==> src/rtl/pg_pkg.sv <==
`timescale 1ns/1ps
package pg_pkg;
  // strobes the control hands to the datapath each clock
  typedef struct packed {
    logic load;     // copy pattern word into the stage register
    logic rotate;   // circular shift over active stages
    logic advance;  // feedback shift over active stages
  } pgStrobe_t;
endpackage

==> src/rtl/pg_regs.sv <==
`timescale 1ns/1ps
module pg_regs #(
  parameter int WIDTH  = 32,
  parameter int DATA_W = 8,
  parameter int ADDR_W = 3
) (
  input  logic                       clk,
  input  logic                       rstN,
  input  logic                       wrEn,
  input  logic [ADDR_W-1:0]          addr,
  input  logic [DATA_W-1:0]          wrData,
  output logic [DATA_W-1:0]          rdData,
  output logic [WIDTH-1:0]           patWord,
  output logic [$clog2(WIDTH)-1:0]   lenField,
  output logic [$clog2(WIDTH)-1:0]   tapSel
);
  localparam int NUM_BYTES = WIDTH / DATA_W;
  localparam int LEN_W     = $clog2(WIDTH);
  localparam int LEN_ADDR  = NUM_BYTES;
  localparam int TAP_ADDR  = NUM_BYTES + 1;

  logic [DATA_W-1:0] byteQ [NUM_BYTES];
  logic [LEN_W-1:0]  lenQ;
  logic [LEN_W-1:0]  tapQ;

  always_ff @(posedge clk or negedge rstN) begin
    if (!rstN) begin
      for (int b = 0; b < NUM_BYTES; b++) byteQ[b] <= '0;
      lenQ <= '0;
      tapQ <= '0;
    end else if (wrEn) begin
      for (int b = 0; b < NUM_BYTES; b++)
        if (addr == ADDR_W'(b)) byteQ[b] <= wrData;
      if (addr == ADDR_W'(LEN_ADDR)) lenQ <= wrData[LEN_W-1:0];
      if (addr == ADDR_W'(TAP_ADDR)) tapQ <= wrData[LEN_W-1:0];
    end
  end

  // lowest address carries the most significant byte
  for (genvar g = 0; g < NUM_BYTES; g++) begin : g_word
    assign patWord[WIDTH-1-g*DATA_W -: DATA_W] = byteQ[g];
  end

  assign lenField = lenQ;
  assign tapSel   = tapQ;

  always_comb begin
    rdData = '0;
    for (int b = 0; b < NUM_BYTES; b++)
      if (addr == ADDR_W'(b)) rdData = byteQ[b];
    if (addr == ADDR_W'(LEN_ADDR)) rdData = DATA_W'(lenQ);
    if (addr == ADDR_W'(TAP_ADDR)) rdData = DATA_W'(tapQ);
  end
endmodule

==> src/rtl/pg_ctrl.sv <==
`timescale 1ns/1ps
module pg_ctrl (
  input  logic              loadStb,
  input  logic              modeRepeat,
  output pg_pkg::pgStrobe_t strb
);
  // load dominates; otherwise exactly one shift kind per clock
  always_comb begin
    strb = '0;
    if (loadStb)         strb.load    = 1'b1;
    else if (modeRepeat) strb.rotate  = 1'b1;
    else                 strb.advance = 1'b1;
  end
endmodule

==> src/rtl/pg_datapath.sv <==
`timescale 1ns/1ps
module pg_datapath #(
  parameter int WIDTH = 32
) (
  input  logic                     clk,
  input  logic                     rstN,
  input  pg_pkg::pgStrobe_t        strb,
  input  logic [WIDTH-1:0]         patWord,
  input  logic [$clog2(WIDTH)-1:0] lenField,
  input  logic [$clog2(WIDTH)-1:0] tapSel,
  output logic [WIDTH-1:0]         stageQ,
  output logic                     serOut
);
  localparam int LEN_W = $clog2(WIDTH);
  localparam logic [WIDTH-1:0] ONES = '1;
  localparam logic [LEN_W-1:0] TOP_IDX = LEN_W'(WIDTH - 1);

  logic [WIDTH-1:0] activeMask;
  logic [WIDTH-1:0] stageNext;
  logic             topBit;
  logic             tapBit;
  logic             inBit;

  assign activeMask = ONES >> (TOP_IDX - lenField);
  assign topBit     = stageQ[lenField];
  assign tapBit     = stageQ[tapSel];
  assign inBit      = strb.rotate ? topBit : (topBit ^ tapBit);

  always_comb begin
    stageNext = stageQ;
    if (strb.load)
      stageNext = patWord & activeMask;
    else if (strb.rotate || strb.advance)
      stageNext = {stageQ[WIDTH-2:0], inBit} & activeMask;
  end

  always_ff @(posedge clk or negedge rstN) begin
    if (!rstN) stageQ <= '0;
    else       stageQ <= stageNext;
  end

  assign serOut = topBit;
endmodule

==> src/rtl/pg_top.sv <==
`timescale 1ns/1ps
module pg_top #(
  parameter int WIDTH  = 32,
  parameter int DATA_W = 8,
  parameter int ADDR_W = 3
) (
  input  logic              clk,
  input  logic              rstN,
  input  logic              regWrEn,
  input  logic [ADDR_W-1:0] regAddr,
  input  logic [DATA_W-1:0] regWrData,
  output logic [DATA_W-1:0] regRdData,
  input  logic              modeRepeat,
  input  logic              loadStb,
  output logic              serOut
);
  localparam int LEN_W = $clog2(WIDTH);

  logic [WIDTH-1:0]  patWord;
  logic [LEN_W-1:0]  lenField;
  logic [LEN_W-1:0]  tapSel;
  logic [WIDTH-1:0]  stageQ;
  pg_pkg::pgStrobe_t strb;

  pg_regs #(.WIDTH(WIDTH), .DATA_W(DATA_W), .ADDR_W(ADDR_W)) uRegs (
    .clk(clk), .rstN(rstN), .wrEn(regWrEn), .addr(regAddr),
    .wrData(regWrData), .rdData(regRdData), .patWord(patWord),
    .lenField(lenField), .tapSel(tapSel)
  );

  pg_ctrl uCtrl (
    .loadStb(loadStb), .modeRepeat(modeRepeat), .strb(strb)
  );

  pg_datapath #(.WIDTH(WIDTH)) uPath (
    .clk(clk), .rstN(rstN), .strb(strb), .patWord(patWord),
    .lenField(lenField), .tapSel(tapSel), .stageQ(stageQ), .serOut(serOut)
  );
endmodule

==> config.mk <==
export PLATFORM = sky130hd
export DESIGN_NAME = pg_top
export DESIGN_NICKNAME = d
export VERILOG_FILES = /design/src/rtl/pg_pkg.sv /design/src/rtl/pg_regs.sv /design/src/rtl/pg_ctrl.sv /design/src/rtl/pg_datapath.sv /design/src/rtl/pg_top.sv
export SDC_FILE = /design/constraint.sdc
export NUM_CORES = 1
export LEC_CHECK = 0
export BUFFER_PORTS_ARGS = -buffer_cell sky130_fd_sc_hd__buf_2
export CAP_MARGIN = 20
export CORE_ASPECT_RATIO = 1.4
export CORE_MARGIN = 3
export CORE_UTILIZATION = 30
export DETAILED_ROUTE_END_ITERATION = 10
export PLACE_DENSITY = 0.48
export SLEW_MARGIN = 25
export SYNTH_ARGS = -nofsm -noshare
export SYNTH_HDL_FRONTEND = slang
export SYNTH_SLANG_ARGS = --single-unit
==> constraint.sdc <==
create_clock -name clk -period 3.11 [get_ports clk]
set_input_delay 0.1555 -clock clk [delete_from_list [all_inputs] [get_ports clk]]
set_output_delay 0.1555 -clock clk [all_outputs]
set_load 0.005 [all_outputs]
==> impl_results.rst <==
.. list-table::
   :header-rows: 1

   * - Metric
     - Value
   * - Die height
     - 142 um
   * - WP buf/inv
     - 1
   * - Antenna diode count
     - 0
   * - Post-CTS resize count
     - 0
   * - Critical Path End Type
     - output pin
   * - Mapped Cells
     - 313
   * - Worst endpoint required time
     - 2.95 ns
   * - Nets
     - ~340
   * - Top Ports
     - 25
   * - Synthesized flop and latch total
     - 74
   * - Part of the cycle the worst path needs
     - 83.3%
   * - Remaining antenna violation count
     - 0
   * - Relative slew slack
     - 31.9%
   * - Synthesis warning total
     - 0
   * - Layout Cells excl Fill
     - approximately 490
   * - Compound-gate portion of the synthesized area
     - 7.40%
   * - Slowest Stage Delay on Critical Path
     - 0.77 ns
   * - Main combinational cell family by area after synthesis
     - multiplexers
   * - Power density over cell area
     - a little over 700 nW/um^2
   * - Netlist cell types
     - 39
   * - Crit path max fanout
     - 17
   * - Total congestion overflow
     - 0
   * - EDFF count, synth
     - 0
   * - Horizontal die dimension
     - 103 um
   * - DR WL met3
     - 421 um
   * - Most used DFF post-synth
     - dfrtp_1
   * - Cell at the root of the clock tree
     - clkbuf_16
   * - CTS sink count
     - 74
   * - Run status
     - complete, no violations
   * - Core Box Area
     - 12900 um^2
   * - Metal2 WL
     - 5870 um
   * - Vias in the first global route
     - 2868
   * - Fraction of the mapped netlist area in simple logic gates
     - 7.91%
   * - Setup repair after global routing missed its margin
     - false
   * - Via total after detailed routing
     - 2721
   * - H-tree depth
     - 3
   * - Most area-hungry cell type in the Yosys netlist
     - dfrtp_1
   * - Gpl congestion
     - about 0.85
   * - Number of setup violations in the final report
     - 0
   * - Max Freq
     - 386 MHz
   * - Length of routed wiring on met1
     - 4640 um
   * - Leading post-synthesis cells by cell area
     - dfrtp_1 (47%), mux2_2 (13%), mux2i_1 (11%), mux4_2 (6.2%), mux4_1 (4.6%)
   * - Detail-routed via count per cell
     - 5.60
   * - Commonest cells after routing, fill and taps aside
     - dfrtp_1 (74), mux2_2 (46), mux2i_1 (42), buf_2 (23), nor2_1 (18)
   * - Setup TNS
     - 0 ns
   * - Sequential share of the synthesized area
     - between 40% and 50%
   * - Worst hold path class
     - input pin to flop
   * - Effective utilization at floorplan
     - 30.9%
   * - Leakage power of the design
     - 1.95 nW
   * - Clock transition at the registers of the reported paths
     - 0.06 ns
   * - Initial antenna violation count
     - 0
   * - Worst skew pair latency
     - 0.34 ns
   * - Average cell area after synthesis
     - 12.7 um^2
   * - Clock Skews
     - approximately 0.0061 ns
   * - TritonCTS Buffers
     - 9
   * - DRC Markers
     - 0
   * - Final Max Tran Viols
     - 0
   * - Multiplexer share of the synthesized area
     - between 30% and 40%
   * - Post-CTS setup buffers
     - 0
   * - CTS tree
     - done
   * - Ys async rst share
     - 100%
   * - Number of cells after detailed placement
     - 469
   * - Share of layout cells above drive strength 1
     - between 30% and 40%
   * - Area share of fa/ha/maj cells after synthesis
     - 0%
   * - Clock period minus final worst setup slack
     - 2.59 ns
   * - Total wirelength of the detailed-routed design
     - 11400 um
   * - Max_cap viols
     - 0
   * - CTS max path bufs
     - 2
   * - Most common cell after layout, fill and taps aside
     - dfrtp_1
   * - Detailed-placement wirelength estimate
     - 8200 um
   * - Die Area
     - 14700 um^2
   * - Crit path max-delay family
     - multiplexers
   * - Signed area change from the synthesized netlist to the final layout
     - 12.3%
   * - Pre-Repair DR Iteration Count
     - 4
   * - Arrival time of data at the critical path endpoint
     - 2.44 ns
   * - Aggregate global-route resource usage
     - 16.6%
   * - Hold Violations, Final
     - 0
   * - Uppermost metal layer occupied by signal nets
     - met4
   * - Wire length per cell
     - 23.4 um
   * - Reg-to-reg setup timing slack
     - 0.85 ns
   * - Area share of the largest cell type after synthesis
     - between 40% and 50%
   * - Transition time at the pin with the least slew margin
     - 1.02 ns
   * - Cell area after synthesis
     - 3970 um^2
   * - Worst hold margin
     - 0.0991 ns
   * - Net count of the mapped netlist
     - 329
   * - Number of buffers added on ports
     - 24
   * - XOR/XNOR Fraction of Synth Area
     - 0%
   * - Worst path cell trace
     - mux4_1 -> mux2i_1 -> a31oi_1 -> and2_2 -> buf_2
   * - Maximum number of pins on one net before global-route repair
     - 75
   * - Violation count after the first detailed-routing iteration
     - 236
   * - Core Rows
     - 49
   * - Startpoint class of the critical path
     - flop
   * - First-pass GRT wire length
     - ~18000 um
   * - Critical setup path kind
     - flop to output pin
   * - Worst supply voltage drop on vdd
     - 0.281 mV
   * - Slowest cell on crit path
     - dfrtp_1
cell type report:
type / count / area (um^2)
fillers: 1289 / 8410
multi-input cells: 213 / 1980
flip-flops and latches: 74 / 1850
clock buffers: 13 / 240
well taps: 153 / 191
repair buffers: 26 / 144
clock inverters: 3 / 40.0
inverters: 4 / 15.0
report_power, final:
part           internal (mW)  leakage, nW  switching (mW)
clock network          0.620        0.138           0.393
logic                  0.397        0.881           0.297
registers               1.15        0.933           0.326
total                   2.17         1.95            1.02
final timing paths:
check,startpoint,to,cells past startpoint
max in group asynchronous,rstN,uPath.stageQ[28],2
setup / recovery,uRegs.lenField[0],serOut,5
min in group asynchronous,rstN,uRegs.tapSel[4],2
hold / removal,regWrData[7],uRegs.patWord[31],2
setup reg to reg,uRegs.lenField[0],uPath.stageQ[0],5
hold reg to reg,uRegs.patWord[0],uRegs.patWord[0],1
synthesized netlist by cell type, drive strengths merged, types with 2 or more instances:
| library cell | number |
|---|---|
| a22oi | 4 |
| inv | 3 |
| dfrtp | 74 |
| a31oi | 4 |
| o31ai | 2 |
| mux4 | 18 |
| a211oi | 4 |
| o21ai | 4 |
| clkbuf | 9 |
| nand2b | 3 |
| nor2 | 18 |
| or2 | 3 |
| o221ai | 5 |
| a21oi | 13 |
| o22ai | 3 |
| mux2 | 46 |
| nor3 | 11 |
| nand2 | 13 |
| nor2b | 4 |
| and2 | 2 |
| nand3 | 4 |
| mux2i | 42 |
| buf | 13 |
state kept, by name, summed over array words and instances (netlist names):
signal          count
uRegs.lenField      5
uPath.stageQ       32
uRegs.tapSel        5
uRegs.patWord      32
cells by family (layout without fill, tap and decap cells):
| kind of cell | after synthesis | after routing |
|---|---|---|
| compound gates | 44 | 44 |
| simple gates | 63 | 63 |
| buf+inv | 26 | 46 |
| mux | 106 | 106 |
| flops | 74 | 74 |
metal layers:
| layer | track usage (%) | vias to the layer above |
|---|---|---|
| li1 | - | 1215 |
| met2 | 26.9 | 71 |
| met1 | 21.3 | 1415 |
| met5 | 0 | - |
| met4 | 7.78 | 0 |
| met3 | 3.29 | 20 |
timing repair:
action / 4_1_cts / 5_1_grt
hold buffers: 0 / 1
hold endpoints to repair: 0 / 74
endpoints found under the setup margin: 0 / 0
stage by stage:
| step | util (%) | power, mW | worst slack [ns] | instance area, um^2 |
|---|---|---|---|---|
| after global routing | 34.6 | 3.35 | 0.416 | 4460 |
| after detailed placement | 32.4 | 2.19 | 0.873 | 4170 |
| after CTS | 34.5 | 3.21 | 0.515 | 4450 |
| after floorplan | - | 1.91 | 1.40 | 3970 |
| final | 34.6 | 3.19 | 0.518 | 4460 |
| after global placement | 32.4 | 2.18 | 0.920 | 4170 |
Note: power is estimated with default switching activity, not from simulation.
